[src/rtl/refdiv_pkg.sv]
package refdiv_pkg;

    localparam int CODE_W = 3;
    localparam int CNT_W  = (1 << CODE_W) - 2;

    typedef logic [CODE_W-1:0] code_t;
    typedef logic [CNT_W-1:0]  phase_t;

    // state of the divider datapath, all in the reference domain
    typedef struct packed {
        code_t  act;    // factor currently in force
        phase_t ph;     // position within the divided period
        logic   run;    // gate state
        logic   outq;   // registered output for divided modes
    } div_state_t;

    // codes 0 and 1 both select divide-by-1; code n selects 2^(n-1)
    function automatic int unsigned code_shift(code_t c);
        return (c <= code_t'(1)) ? 0 : int'(c) - 1;
    endfunction

    function automatic phase_t period_mask(int unsigned sh);
        return phase_t'(~(phase_t'(~phase_t'(0)) << sh));
    endfunction

    // true while the phase lies in the first (high) half of the period
    function automatic logic in_high_half(phase_t p, int unsigned sh);
        phase_t t;
        if (sh == 0) return 1'b1;
        t = p >> (sh - 1);
        return ~t[0];
    endfunction

endpackage

[src/rtl/refdiv_regs.sv]
module refdiv_regs
    import refdiv_pkg::*;
#(
    parameter int             ADDR_W      = 8,
    parameter int             DATA_W      = 8,
    parameter logic [ADDR_W-1:0] FACTOR_ADDR = 8'h43,
    parameter logic [ADDR_W-1:0] ENABLE_ADDR = 8'h46,
    parameter int             ENABLE_POS  = 7
) (
    input  logic              clk,
    input  logic              rst,
    input  logic [ADDR_W-1:0] addr,
    input  logic [DATA_W-1:0] wdata,
    input  logic [DATA_W-1:0] wmask,
    input  logic              we,
    output logic [DATA_W-1:0] rdata,
    output code_t             code,
    output logic              run_req
);

    always_ff @(posedge clk) begin
        if (rst) begin
            code    <= '0;
            run_req <= 1'b0;
        end else if (we) begin
            if (addr == FACTOR_ADDR)
                code <= (code & ~wmask[CODE_W-1:0]) | (wdata[CODE_W-1:0] & wmask[CODE_W-1:0]);
            if (addr == ENABLE_ADDR && wmask[ENABLE_POS])
                run_req <= wdata[ENABLE_POS];
        end
    end

    always_comb begin
        rdata = '0;
        if (addr == FACTOR_ADDR)
            rdata[CODE_W-1:0] = code;
        else if (addr == ENABLE_ADDR)
            rdata[ENABLE_POS] = run_req;
    end

    // a factor write with no mask bits set leaves the code alone
    a_r2_masked_keep: assert property (@(posedge clk) disable iff (rst)
        (we && addr == FACTOR_ADDR && wmask[CODE_W-1:0] == '0) |=> code == $past(code));

    // writes to other addresses touch neither register
    a_r4_other_addr_nowrite: assert property (@(posedge clk) disable iff (rst)
        (we && addr != FACTOR_ADDR && addr != ENABLE_ADDR)
            |=> (code == $past(code) && run_req == $past(run_req)));

endmodule

[src/rtl/refdiv_sync.sv]
module refdiv_sync #(
    parameter int STAGES = 2
) (
    input  logic clk,
    input  logic rst,
    input  logic d,
    output logic q
);

    logic [STAGES-1:0] chain;

    always_ff @(posedge clk) begin
        if (rst) chain <= '0;
        else     chain <= {chain[STAGES-2:0], d};
    end

    assign q = chain[STAGES-1];

endmodule

[src/rtl/refdiv_core.sv]
module refdiv_core
    import refdiv_pkg::*;
(
    input  logic  clk,
    input  logic  rst,
    input  code_t code_in,
    input  logic  run_sync,
    output logic  clk_out
);

    div_state_t  st, st_n;
    int unsigned sh_cur, sh_nxt;
    logic        period_end;
    logic        cur_div1;
    logic        run_neg;

    always_comb begin
        sh_cur     = code_shift(st.act);
        period_end = (st.ph == period_mask(sh_cur));
        st_n       = st;
        if (period_end) begin
            st_n.act = code_in;
            st_n.ph  = '0;
            st_n.run = run_sync;
        end else begin
            st_n.ph  = st.ph + phase_t'(1);
        end
        sh_nxt    = code_shift(st_n.act);
        st_n.outq = st_n.run && (sh_nxt != 0) && in_high_half(st_n.ph, sh_nxt);
    end

    always_ff @(posedge clk) begin
        if (rst) st <= '0;
        else     st <= st_n;
    end

    assign cur_div1 = (code_shift(st.act) == 0);

    // divide-by-1 gate changes on the low phase of the reference clock
    always_ff @(negedge clk) begin
        if (rst) run_neg <= 1'b0;
        else     run_neg <= st.run & cur_div1;
    end

    assign clk_out = cur_div1 ? (clk & run_neg) : st.outq;

    // the phase counter stays inside the current period
    a_r6_phase_bound: assert property (@(posedge clk) disable iff (rst)
        st.ph <= period_mask(code_shift(st.act)));

    // a new factor comes into force only at the start of a period
    a_r10_switch_at_boundary: assert property (@(posedge clk) disable iff (rst)
        (st.act != $past(st.act)) |-> st.ph == '0);

    // gate opens and closes only at a period start
    a_r9_gate_at_boundary: assert property (@(posedge clk) disable iff (rst)
        (st.run != $past(st.run)) |-> st.ph == '0);

    // a divided pulse always begins at phase zero
    a_r9_pulse_start: assert property (@(posedge clk) disable iff (rst)
        $rose(st.outq) |-> st.ph == '0);

    // the gate opens only after a synchronised run request
    a_r7_open_after_sync: assert property (@(posedge clk) disable iff (rst)
        $rose(st.run) |-> $past(run_sync));

endmodule

[src/rtl/refclk_pow2_div.sv]
module refclk_pow2_div
    import refdiv_pkg::*;
#(
    parameter int                ADDR_W      = 8,
    parameter int                DATA_W      = 8,
    parameter logic [ADDR_W-1:0] FACTOR_ADDR = 8'h43,
    parameter logic [ADDR_W-1:0] ENABLE_ADDR = 8'h46,
    parameter int                ENABLE_POS  = 7,
    parameter int                SYNC_STAGES = 2
) (
    input  logic              clk,
    input  logic              rst,
    input  logic [ADDR_W-1:0] reg_addr,
    input  logic [DATA_W-1:0] reg_wdata,
    input  logic [DATA_W-1:0] reg_wmask,
    input  logic              reg_we,
    output logic [DATA_W-1:0] reg_rdata,
    output logic              clk_out
);

    code_t factor_code;
    logic  run_req;
    logic  run_sync;

    refdiv_regs #(
        .ADDR_W      (ADDR_W),
        .DATA_W      (DATA_W),
        .FACTOR_ADDR (FACTOR_ADDR),
        .ENABLE_ADDR (ENABLE_ADDR),
        .ENABLE_POS  (ENABLE_POS)
    ) u_regs (
        .clk     (clk),
        .rst     (rst),
        .addr    (reg_addr),
        .wdata   (reg_wdata),
        .wmask   (reg_wmask),
        .we      (reg_we),
        .rdata   (reg_rdata),
        .code    (factor_code),
        .run_req (run_req)
    );

    refdiv_sync #(.STAGES(SYNC_STAGES)) u_sync (
        .clk (clk),
        .rst (rst),
        .d   (run_req),
        .q   (run_sync)
    );

    refdiv_core u_core (
        .clk      (clk),
        .rst      (rst),
        .code_in  (factor_code),
        .run_sync (run_sync),
        .clk_out  (clk_out)
    );

endmodule

[config.mk]
export PLATFORM = sky130hd
export DESIGN_NAME = refclk_pow2_div
export DESIGN_NICKNAME = d
export VERILOG_FILES = /design/src/rtl/refdiv_pkg.sv /design/src/rtl/refdiv_regs.sv /design/src/rtl/refdiv_sync.sv /design/src/rtl/refdiv_core.sv /design/src/rtl/refclk_pow2_div.sv
export SDC_FILE = /design/constraint.sdc
export NUM_CORES = 1
export LEC_CHECK = 0
export BUFFER_PORTS_ARGS = -buffer_cell sky130_fd_sc_hd__buf_4
export CORE_MARGIN = 1.5
export CORE_UTILIZATION = 57
export CTS_BUF_LIST = sky130_fd_sc_hd__clkbuf_4 sky130_fd_sc_hd__clkbuf_8 sky130_fd_sc_hd__clkbuf_16
export DETAILED_ROUTE_END_ITERATION = 12
export GPL_TIMING_DRIVEN = 0
export PLACE_DENSITY_LB_ADDON = 0.3
export SETUP_SLACK_MARGIN = 0.05
export SYNTH_ARGS = -nofsm -noshare
export SYNTH_HDL_FRONTEND = slang
export SYNTH_HIERARCHICAL = 1
export SYNTH_SLANG_ARGS = --single-unit
[constraint.sdc]
create_clock -name clk -period 11 [get_ports clk]
set_clock_uncertainty 0.1 [all_clocks]
set_input_delay 1.1 -clock clk [delete_from_list [all_inputs] [get_ports clk]]
set_output_delay 1.1 -clock clk [all_outputs]
set_load 0.05 [all_outputs]
# Word level (Yosys, flattened, before mapping)
# Cells that the tools add are included.
[classes]
add_sub_neg = 4
n_mul = 0
div_mod_pow = 0
n_lt_le_gt_ge = 2
eq_ne = 3
n_shift = 2
mux = 12
bitwise = 8
reduce_logical = 8
[ops]
columns = ["op", "count"]
rows = [
  ["32-bit zero test", 2],
  ["32-bit 2-to-1 mux", 2],
  ["32-bit nonzero test", 1],
  ["6-bit by 32-bit << shifter with 6-bit output, first input constant", 1],
  ["6-bit by 32-bit >> shifter with 1-bit output", 1],
  ["32-bit by 1-bit subtractor with 32-bit output, second input constant", 1],
  ["8-bit by 7-bit == test with 1-bit output, second input constant", 2],
  ["3-bit by 1-bit subtractor with 4-bit output, second input constant", 2],
  ["1-bit 2-to-1 mux", 7],
  ["6-bit by 1-bit adder with 6-bit output, second input constant", 1],
  ["3-bit bitwise AND", 2],
  ["6-bit == test", 1],
  ["3-bit by 1-bit <= comparator with 1-bit output, second input constant", 2],
  ["3-bit 2-to-1 mux", 2],
  ["6-bit 2-to-1 mux", 1],
  ["6-bit NOT", 1],
  ["2-bit AND reduction", 2],
  ["1-bit logical AND", 3],
  ["3-bit NOT", 1],
  ["3-bit OR", 1],
  ["1-bit bitwise AND", 2],
  ["1-bit NOT", 1],
]
[totals]
register_bits = 18
latchBits = 0
mem_bits_rw = 0
mem_bits_ro = 0
out_inout_bits = 9
n_memories = 0

# Depth between registers and ports, before layout
[depth]
word_depth = 13
mapped_depth = 20
depth_no_buf = 17

# By module
# Netlist, hierarchy kept.
[by_module_without_submodules]
columns = ["mod", "n_inst", "cells_per_inst", "area_each_um2"]
rows = [
  ["refdiv_core", 1, 122, 1022.2],
  ["refdiv_regs", 1, 39, 337.8],
  ["refdiv_sync", 1, 4, 52.6],
]

==> flow_summary.toml <==
[clock_network]
cts-resized-gates = 0
cts_tree = "yes"
cts_hold_buf = 0
insertion_delay_ps = 390
cts_setup_buffers = 0
clkTransAtPathRegs_ps = 100

[die]
die_w_um = 52.8
rows = 17
die_area_mm2 = 0.00279
start_util_pct = 62.1
io_pins = 36
core_mm2 = 0.00228
chipHeight_um = 52.8

[critical_path]
cp.arrival_ps = 6650
crit_family = "flip-flops"
crit_path_end_kind = "output pin"
crit_buf_inv = 1
crit_slowest_cell = "dfxtp_1"
cp-start-kind = "flip-flop"
path_class = "flip-flop to output pin"
worstPathCellList = "nand2_1, o21ai_0, buf_4"
reg2reg_slack_ps = 4480
crit_path_max_fanout = 1
required_ps = 9800
cpPeakStageDelay_ps = 300

[logic_synthesis]
avgSynthCellArea_um2 = 8.56
synthCells = 165
synth_area_leaders = "dfxtp_1 (26%), ha_1 (8.0%), mux2i_1 (5.0%)"
synthArstFlopShare_pct = 0
ys_ff_latch = 18
synth_edf_count = 0
synth_area_leader_cell = "dfxtp_1"
ys_warn_count = 6
ys.flop_type = "dfxtp_1"
ys_seq_area_share_pct = 25.5
syn_area_mm2 = 0.00141
ys_types = 47
synth_top_area_share_pct = 25.5

[sta]
final_hold_viol_count = 0
rsz0062_at_grt = "no"
slew_viol_final = 0
hold_ws_ps = 358
slew-limit-headroom_pct = 65.4
final.setup.tns_ps = 0
worst_slew_pin_slew_ps = 519
finalSetupViolations = 0

[final_layout]
drive_above_1_share_pct = 24.2
area_delta_synth_final_pct = 19.7
n_antenna_cell = 0
final_util_pct = 74.3
mostFrequentLayoutCells = "buf_4 (28), dfxtp_1 (18), nor2_1 (11), nand2_1 (11), nand2b_1 (11)"
nets = 235
layout_commonest_cell = "buf_4"

[drt]
dr.pass1.iters = 4
drc = 0
detail-route-antenna-nets = 0
wire_per_inst_um = 13.0
viasPerCell = 5.67
drt_wl_total_um = 2950
first_iter_violations = 23
vias = 1282

[pwr]
powerDensity_mw_per_mm2 = 80.2
power_switching_mw = 0.0312
irDropWorstVdd_mv = 0.0740
combPwrFrac_pct = 9.4
p_int_mw = 0.104
pwr-share-clk_pct = 42.5
power.leakage_nw = 0.683
p_sw_share_pct = 23.0
pwr-share-seq_pct = 48.1

[placed_design]
dp_hpwl_um = 2270
place.gp.congestion = 0.810
portBuffers = 23

[global_routing]
grt_pass1_wl_um = 4940
antenna_found_initial = 0
grt_usage_pct = 24.4
grt_max_degree = 17
grt_pass1_vias = 1277
grt_remaining_overflow = 0

[status]
status = "complete, no violations"

[min_path]
min_path_type = "flip-flop to flip-flop"

[job]
cap_violations = 0
-- power by group through the flow --
stage | logic [mW] | clock network, mW | registers, mW
after floorplan | 0.00681 | 0.00114 | 0.0667
after global placement | 0.0125 | 0.00114 | 0.0667
after detailed placement | 0.0128 | 0.00114 | 0.0667
after CTS | 0.0128 | 0.0598 | 0.0652
after global routing | 0.0138 | 0.0643 | 0.0652
final | 0.0127 | 0.0577 | 0.0652
-- worst paths after layout --
path                     endpoint             from  cells after the start
setup / recovery          clk_out   u_core/run_neg                      3
hold / removal    u_sync/chain[1]  u_sync/chain[0]                      1
setup reg to reg   u_core/run_neg    u_core/st[10]                      3
hold reg to reg   u_sync/chain[1]  u_sync/chain[0]                      1
-- area by class of cell --
| class | instances | area [um2] |
|---|---|---|
| plain buffers | 12 | 86.3 |
| clock buffers | 8 | 66.3 |
| clock inverters | 1 | 3.75 |
| fillers | 165 | 586 |
| inverters | 8 | 30.0 |
| multi-input cells | 129 | 943 |
| flip-flops and latches | 18 | 360 |
| well taps | 28 | 35.0 |
| repair buffers | 22 | 165 |
-- worst register-to-register path, stage by stage (launching register included) --
cell and delay (ps):
dfxtp_1 340, buf_6 140, or2_1 260, nor3b_1 190
-- synthesized netlist by cell type, types with 2 or more instances --
master / instances
a211oi_1: 2
a21oi_1: 4
a221oi_1: 4
a31oi_1: 2
and2_1: 3
buf_4: 5
buf_6: 3
clkbuf_1: 4
dfxtp_1: 18
ha_1: 9
inv_1: 9
mux2i_1: 7
nand2_1: 11
nand2b_1: 11
nand3_1: 4
nand4b_1: 3
nor2_1: 11
nor2b_1: 9
nor3_1: 3
nor3_2: 4
nor3b_1: 3
nor4_1: 2
o21ai_0: 5
xnor2_1: 5
xor2_1: 2
-- stage by stage --
step / setup WS, ps / total power, mW / std cells / cell area (um2)
2_1_floorplan: 2890 / 0.0746 / 168 / 1420
3_3_place_gp: 3640 / 0.0803 / 219 / 1630
3_5_place_dp: 3640 / 0.0806 / 219 / 1630
4_1_cts: 3130 / 0.138 / 226 / 1690
5_1_grt: 2990 / 0.143 / 226 / 1690
6_report: 3150 / 0.136 / 226 / 1690
-- kinds of logic (layout without fill, tap and decap cells) --
| kind of cell | count (synthesis) | in the layout | share of synthesized area [%] |
|---|---|---|---|
| AND/OR/NAND/NOR | 71 | 71 | 30.2 |
| AO/OA/AOI/OAI | 29 | 29 | 16.4 |
| buffers and inverters | 21 | 51 | 8.50 |
| flip-flops | 18 | 18 | 25.5 |
| adder cells (fa/ha/maj) | 9 | 9 | 7.97 |
| multiplexers | 9 | 9 | 6.82 |
| XOR/XNOR | 7 | 7 | 4.34 |
| other | 1 | 4 | 0.265 |
-- metal layers --
layer	share of wire (%)	track usage [%]	vias to the layer above	wire length, um
li1	-	-	651	-
met1	42	23.2	582	1240
met2	51	44.8	44	1500
met3	5.3	10.0	5	156
met4	1.6	11.1	0	47
met5	0	0	-	0
No activity file was read; power rests on OpenSTA's default activity.
